===== src/rtl/wdg_pkg.sv =====
package wdg_pkg;
  localparam int WDG_REG_W    = 16;
  localparam int WDG_LOAD_W   = 8;
  localparam int WDG_CNT_W    = WDG_LOAD_W + 1;
  localparam int WDG_GUARD_LO = WDG_CNT_W;
  localparam logic [WDG_CNT_W-1:0] WDG_RELOAD    = 9'h0FF;
  localparam logic [WDG_CNT_W-1:0] WDG_NMI_AT    = 9'h000;
  localparam logic [WDG_CNT_W-1:0] WDG_GRACE_END = 9'h1F0;

  typedef logic [WDG_CNT_W-1:0] wdg_cnt_t;

  // a reload passes the filter only with its guard bits clear
  function automatic logic wdg_accept(input logic [WDG_REG_W-1:0] d);
    return d[WDG_REG_W-1:WDG_GUARD_LO] == '0;
  endfunction

  function automatic wdg_cnt_t wdg_dec(input wdg_cnt_t c);
    return c - wdg_cnt_t'(1);
  endfunction

  // zero or sign bit set
  function automatic logic wdg_nonpos(input wdg_cnt_t c);
    return (c == '0) || c[WDG_CNT_W-1];
  endfunction

  function automatic wdg_cnt_t wdg_load(input logic [WDG_REG_W-1:0] d);
    return {1'b0, d[WDG_LOAD_W-1:0]};
  endfunction
endpackage


===== src/rtl/wdg_prescaler.sv =====
module wdg_prescaler #(
  parameter int TICK_CYCLES = 2048000
) (
  input  logic clk,
  input  logic rst_n,
  input  logic restart_i,
  output logic tick_o
);
  localparam int PW = (TICK_CYCLES > 1) ? $clog2(TICK_CYCLES) : 1;
  localparam logic [PW-1:0] LAST = PW'(TICK_CYCLES - 1);

  generate
    if (TICK_CYCLES > 1) begin : g_div
      logic [PW-1:0] pcnt;
      always_ff @(posedge clk or negedge rst_n) begin
        if (!rst_n)                         pcnt <= '0;
        else if (restart_i || pcnt == LAST) pcnt <= '0;
        else                                pcnt <= pcnt + PW'(1);
      end
      assign tick_o = (pcnt == LAST);

      // a tick never lasts two cycles
      p_tick_single_r4: assert property (@(posedge clk) disable iff (!rst_n)
        tick_o |=> !tick_o);
      // a restart is followed by a quiet cycle
      p_restart_quiet_r4: assert property (@(posedge clk) disable iff (!rst_n)
        restart_i |=> !tick_o);
    end else begin : g_every
      assign tick_o = 1'b1;
    end
  endgenerate
endmodule


===== src/rtl/wdg_decide.sv =====
module wdg_decide
  import wdg_pkg::*;
(
  input  logic     clk,
  input  logic     rst_n,
  input  logic     mode_i,
  input  logic     tick_i,
  input  logic     accept_i,
  input  wdg_cnt_t cnt_i,
  output wdg_cnt_t next_o,
  output logic     step_o,
  output logic     nmi_hit_o,
  output logic     rst_hit_o,
  output logic     nmi_o,
  output logic     sys_rst_o
);
  // an accepted write owns the cycle, so a tick is dropped
  assign step_o = tick_i && !accept_i;
  assign next_o = wdg_dec(cnt_i);

  always_comb begin
    nmi_hit_o = 1'b0;
    rst_hit_o = 1'b0;
    if (step_o) begin
      if (mode_i) begin
        rst_hit_o = wdg_nonpos(next_o);
      end else begin
        nmi_hit_o = (next_o == WDG_NMI_AT);
        rst_hit_o = (next_o == WDG_GRACE_END);
      end
    end
  end

  always_ff @(posedge clk or negedge rst_n) begin
    if (!rst_n) begin
      nmi_o     <= 1'b0;
      sys_rst_o <= 1'b0;
    end else begin
      nmi_o     <= nmi_hit_o;
      sys_rst_o <= rst_hit_o;
    end
  end

  // one-clock interrupt
  p_nmi_pulse_r6: assert property (@(posedge clk) disable iff (!rst_n)
    nmi_o |=> !nmi_o);
  // strict mode never asks for an interrupt
  p_no_nmi_strict_r8: assert property (@(posedge clk) disable iff (!rst_n)
    mode_i |=> !nmi_o);
  // reset request is a single clock
  p_rst_pulse_r7: assert property (@(posedge clk) disable iff (!rst_n)
    sys_rst_o |=> !sys_rst_o);
endmodule


===== src/rtl/wdg_count.sv =====
module wdg_count
  import wdg_pkg::*;
(
  input  logic     clk,
  input  logic     rst_n,
  input  logic     load_i,
  input  wdg_cnt_t load_val_i,
  input  logic     step_i,
  input  logic     reload_i,
  input  wdg_cnt_t next_i,
  output wdg_cnt_t cnt_o
);
  always_ff @(posedge clk or negedge rst_n) begin
    if (!rst_n)        cnt_o <= WDG_RELOAD;
    else if (load_i)   cnt_o <= load_val_i;
    else if (reload_i) cnt_o <= WDG_RELOAD;
    else if (step_i)   cnt_o <= next_i;
  end

  // an accepted write lands next cycle with the sign clear
  p_load_r2: assert property (@(posedge clk) disable iff (!rst_n)
    load_i |=> (cnt_o == $past(load_val_i)) && !cnt_o[WDG_CNT_W-1]);
  // nothing changes without a load or a tick
  p_hold_r3: assert property (@(posedge clk) disable iff (!rst_n)
    (!load_i && !step_i) |=> $stable(cnt_o));
  // plain step is a 9-bit decrement
  p_step_r5: assert property (@(posedge clk) disable iff (!rst_n)
    (step_i && !load_i && !reload_i) |=> cnt_o == $past(cnt_o) - 9'd1);
  // a reset request restarts from the reload value
  p_reload_r10: assert property (@(posedge clk) disable iff (!rst_n)
    (reload_i && !load_i) |=> cnt_o == WDG_RELOAD);
endmodule


===== src/rtl/wdog_grace_timer.sv =====
module wdog_grace_timer
  import wdg_pkg::*;
#(
  parameter int TICK_CYCLES = 2048000
) (
  input  logic        clk,
  input  logic        rst_n,
  input  logic        mode_i,
  input  logic        wr_en_i,
  input  logic [15:0] wr_data_i,
  output logic [15:0] rd_data_o,
  output logic        nmi_o,
  output logic        sys_rst_o
);
  logic     accept;
  logic     tick;
  logic     step;
  logic     nmi_hit;
  logic     rst_hit;
  wdg_cnt_t cnt;
  wdg_cnt_t next_cnt;
  wdg_cnt_t load_val;

  assign accept   = wr_en_i && wdg_accept(wr_data_i);
  assign load_val = wdg_load(wr_data_i);

  wdg_prescaler #(.TICK_CYCLES(TICK_CYCLES)) u_pre (
    .clk       (clk),
    .rst_n     (rst_n),
    .restart_i (accept),
    .tick_o    (tick)
  );

  wdg_decide u_dec (
    .clk       (clk),
    .rst_n     (rst_n),
    .mode_i    (mode_i),
    .tick_i    (tick),
    .accept_i  (accept),
    .cnt_i     (cnt),
    .next_o    (next_cnt),
    .step_o    (step),
    .nmi_hit_o (nmi_hit),
    .rst_hit_o (rst_hit),
    .nmi_o     (nmi_o),
    .sys_rst_o (sys_rst_o)
  );

  wdg_count u_cnt (
    .clk        (clk),
    .rst_n      (rst_n),
    .load_i     (accept),
    .load_val_i (load_val),
    .step_i     (step),
    .reload_i   (rst_hit),
    .next_i     (next_cnt),
    .cnt_o      (cnt)
  );

  assign rd_data_o = {{(WDG_REG_W-WDG_CNT_W){1'b0}}, cnt};

  // the interrupt pulse coincides with a zero count
  p_nmi_at_zero_r6: assert property (@(posedge clk) disable iff (!rst_n)
    nmi_o |-> rd_data_o == 16'h0000);
  // the reset pulse coincides with the reloaded count
  p_rst_reload_r7: assert property (@(posedge clk) disable iff (!rst_n)
    sys_rst_o |-> rd_data_o == 16'h00FF);
  // a filtered write with no tick leaves the count alone
  p_filter_r3: assert property (@(posedge clk) disable iff (!rst_n)
    (wr_en_i && wr_data_i[15:9] != 7'd0 && !tick) |=> $stable(rd_data_o));
  // a write beats a coincident tick
  p_write_wins_r9: assert property (@(posedge clk) disable iff (!rst_n)
    (accept && tick) |=> rd_data_o == {7'd0, 1'b0, $past(wr_data_i[7:0])});
endmodule


===== config.mk =====
export PLATFORM = sky130hd
export DESIGN_NAME = wdog_grace_timer
export DESIGN_NICKNAME = d
export VERILOG_FILES = /design/src/rtl/wdg_pkg.sv /design/src/rtl/wdg_prescaler.sv /design/src/rtl/wdg_decide.sv /design/src/rtl/wdg_count.sv /design/src/rtl/wdog_grace_timer.sv
export SDC_FILE = /design/constraint.sdc
export NUM_CORES = 1
export LEC_CHECK = 0
export ABC_CLOCK_PERIOD_IN_PS = 3300
export BUFFER_PORTS_ARGS = -buffer_cell sky130_fd_sc_hd__buf_2
export CORE_MARGIN = 4
export CORE_UTILIZATION = 50
export DETAILED_ROUTE_END_ITERATION = 6
export PLACE_DENSITY = 0.74
export REMOVE_ABC_BUFFERS = 1
export SKIP_LAST_GASP = 1
export SLEW_MARGIN = 20
export SYNTH_ARGS = -nofsm -noshare
export SYNTH_HDL_FRONTEND = slang
export SYNTH_HIERARCHICAL = 1
export SYNTH_SLANG_ARGS = --single-unit

===== constraint.sdc =====
create_clock -name clk -period 3.3 [get_ports clk]
set_input_delay 0.33 -clock clk [delete_from_list [all_inputs] [get_ports clk]]
set_output_delay 0.33 -clock clk [all_outputs]
set_load 0.02 [all_outputs]

==> flow_summary.json <==
{
  "synth_common_cells": "dfrtp_1, nor2_1, a21oi_1, nand3_1, xnor2_1",
  "ys_ff_latch": 32,
  "hold_ws_ns": 0.0838,
  "pre_cts_ws_ns": 0.482,
  "yosys.area.top_type": "dfrtp_1",
  "hold_viol_final": 0,
  "fin_nets": 260,
  "seqCellArea_um2": 811,
  "syn_area_mm2": 0.00199,
  "synth-warning-count": 6,
  "seq_area_frac_synth_pct": 40.7,
  "n_fill_cell": 352,
  "seq_power_share_pct": 47.5,
  "synth_xor_area_share_pct": 7.91,
  "vias_per_cell": 5.47,
  "rows": 22,
  "die_h_um": 71.1,
  "crit_path_cell_trace": "ha_1 -> and3_1 -> nand4_1 -> nor2_1 -> and2b_2 -> and4_1 -> a41oi_1 -> or4_1 -> nand3_1 -> nor2_2 -> a22o_1",
  "cp.buffers_inverters": 0,
  "tns_ns": 0,
  "dp_hpwl_um": 2710,
  "port_buffers": 29,
  "root_buffer": "clkbuf_8",
  "tightest_slew_ns": 0.694,
  "critical-path-top-delay-family": "simple AND/OR/NAND/NOR gates",
  "yosys.area.top_type_share_pct": 30.2,
  "finalClockSkew_ns": 0.00757,
  "grt_pass1_vias": 1456,
  "start_util_pct": 53.2,
  "postCtsSetupRepairBufs": 0,
  "slowest_stage": "or4_1",
  "drc": 0,
  "grt_pass1_wl_um": 6600,
  "p_switching_w": 0.000399,
  "relSlewSlack_pct": 53.7,
  "placed_area_mm2": 0.00213,
  "final_layout_size_suffix_gt1_share_pct": 24.8,
  "comb_power_share_pct": 27.7,
  "power.leakage_nw": 0.915,
  "fin_cells": 286,
  "synthArstFlopShare_pct": 100,
  "avgSynthCellArea_um2": 9.67,
  "dp.cells": 278,
  "synth-edff-count": 0,
  "fin_area_mm2": 0.00221,
  "hold_class": "input port to asynchronous set/reset pin",
  "grt_use_total_pct": 16.5,
  "vdd.ir_drop.worst_mv": 0.272,
  "fmax_mhz": 356,
  "layout_min_cycle_time_ns": 2.81,
  "drtIter0Drc": 96,
  "power_frac_clock_pct": 24.8,
  "cts_sinks": 32,
  "setup_ws_ns": 0.487,
  "synth_compound_area_share_pct": 9.92,
  "ant_nets": 0,
  "p_int_w": 0.000755,
  "synth.area.mux_share_pct": 4.77,
  "path_class": "flip-flop to flip-flop",
  "finalSetupViolations": 0,
  "routed_wl_um": 3820,
  "grt_antenna_before_repair": 0,
  "htree_levels": 2,
  "rsz0062_at_grt": "no",
  "cts_hold_buf": 0,
  "worstPathRequired_ns": 3.48,
  "post_cts_resized": 0,
  "multi_input_area_mm2": 0.00107,
  "maxCapViolations": 0,
  "syn2layout_area_growth_pct": 10.9,
  "arrival_ns": 2.99,
  "startpoint_type": "flip-flop",
  "cts_made_buffers": 5,
  "crit_path_max_incr_delay_ns": 0.50,
  "post-route-period-util_pct": 85.2,
  "cts_tree": "done",
  "routabilityCongestion": 0.788,
  "ys.flop_type": "dfrtp_1",
  "die_w_um": 71.1,
  "worstPathMaxFanout": 9,
  "clock_latency_ns": 0.29,
  "vias": 1563,
  "synth_cell_types": 50,
  "end_kind": "flip-flop",
  "synth.area.top_cells": "dfrtp_1, dfstp_2, xnor2_1",
  "num_antenna_cells": 0,
  "power-per-cell-area_mw_per_mm2": 522,
  "swShare_pct": 34.6,
  "dieArea_mm2": 0.00506,
  "cts_buffer_depth": 2,
  "synth.most_common_cell": "dfrtp_1",
  "drt_first_pass_iters": 6,
  "synth_cells": 206,
  "grt_max_degree": 33,
  "routedWlPerCell_um": 13.3,
  "crit_cells": 11,
  "outcome": "finished, final reports clean",
  "ios": 38,
  "yosys.area_share.adder_pct": 1.88,
  "drv_slew": 0,
  "core_mm2": 0.00374,
  "path_clk_slew_ns": 0.07,
  "grt-ovfl-total": 0,
  "r2r_cells": 11,
  "synth_top_family_by_area": "simple AND/OR/NAND/NOR gates",
  "yosys.area_share.simple_pct": 27.8
}
[stage by stage]
step	util [%]	power (W)
4_1_cts	59.0	0.00117
3_3_place_gp	56.9	0.000862
2_1_floorplan	-	0.000789
3_5_place_dp	56.9	0.000872
5_1_grt	59.0	0.00124
6_report	59.0	0.00115
[power groups by stage]
stage	clock, W	combinational [W]	sequential, W
2_1_floorplan	0	0.000234	0.000555
3_3_place_gp	0	0.000312	0.000551
3_5_place_dp	0	0.000320	0.000553
4_1_cts	0.000304	0.000321	0.000548
5_1_grt	0.000320	0.000358	0.000563
6_report	0.000286	0.000319	0.000548
[cell usage in the layout (no fill, tap or decap), types with 2 or more instances in the layout]
cell type and count:
a21oi_1 16, and3_1 2, buf_2 29, buf_4 2
clkbuf_1 2, clkbuf_8 5, conb_1 8, dfrtp_1 24
dfstp_2 8, ha_1 3, inv_1 7, mux2i_1 8
nand2_1 7, nand2b_1 2, nand3_1 12, nand4_1 8
nand4_4 2, nor2_1 19, nor2_2 2, nor2b_1 8
nor3_1 3, nor4_1 4, o21ai_0 4, o31ai_1 4
or3_1 2, or4_1 7, xnor2_1 10, xor2_1 8
[sequential cells by signal, summed over array words and instances (netlist names)]
register / cells
u_pre/g_div.pcnt: 21
u_dec/sys_rst_o: 1
u_dec/nmi_o: 1
u_cnt/cnt_o: 9
[cells by family (layout without fill, tap and decap cells)]
family	after synthesis	after routing
xor gates and xnor gates	18	18
DFF	32	32
buffers and inverters	21	46
other	1	8
and+or+nand+nor	91	91
AOI/OAI and AO/OA	31	31
muxes	9	9
adders and majority gates	3	3
[worst paths after layout]
kind	from	endpoint	slack, ns
setup / recovery	u_pre/g_div.pcnt[0]	u_cnt/cnt_o[8]	0.49
hold / removal	rst_n	u_dec/sys_rst_o	0.08
setup reg to reg	u_pre/g_div.pcnt[0]	u_cnt/cnt_o[8]	0.49
hold reg to reg	u_pre/g_div.pcnt[0]	u_pre/g_div.pcnt[0]	0.51
max in group asynchronous	rst_n	u_pre/g_div.pcnt[2]	2.76
min in group clk	wr_data_i[7]	u_cnt/cnt_o[7]	0.28
[routing by layer]
layer | wire length, µm | up-vias | global-route usage (%)
met5 | 0 | - | 0
met4 | 40 | 0 | 7.31
met3 | 214 | 4 | 4.97
met2 | 1860 | 39 | 27.3
met1 | 1700 | 735 | 19.8
li1 | - | 785 | -
[final cells by class]
type	instances	area share [%]
Inverter	7	1.19
Sequential cell	32	36.7
Tap cell	48	2.72
Multi-Input combinational cell	160	48.5
Clock buffer	7	3.45
Timing Repair Buffer	31	7.25
Clock inverter	1	0.227
Note: power is estimated with default switching activity, not from simulation.
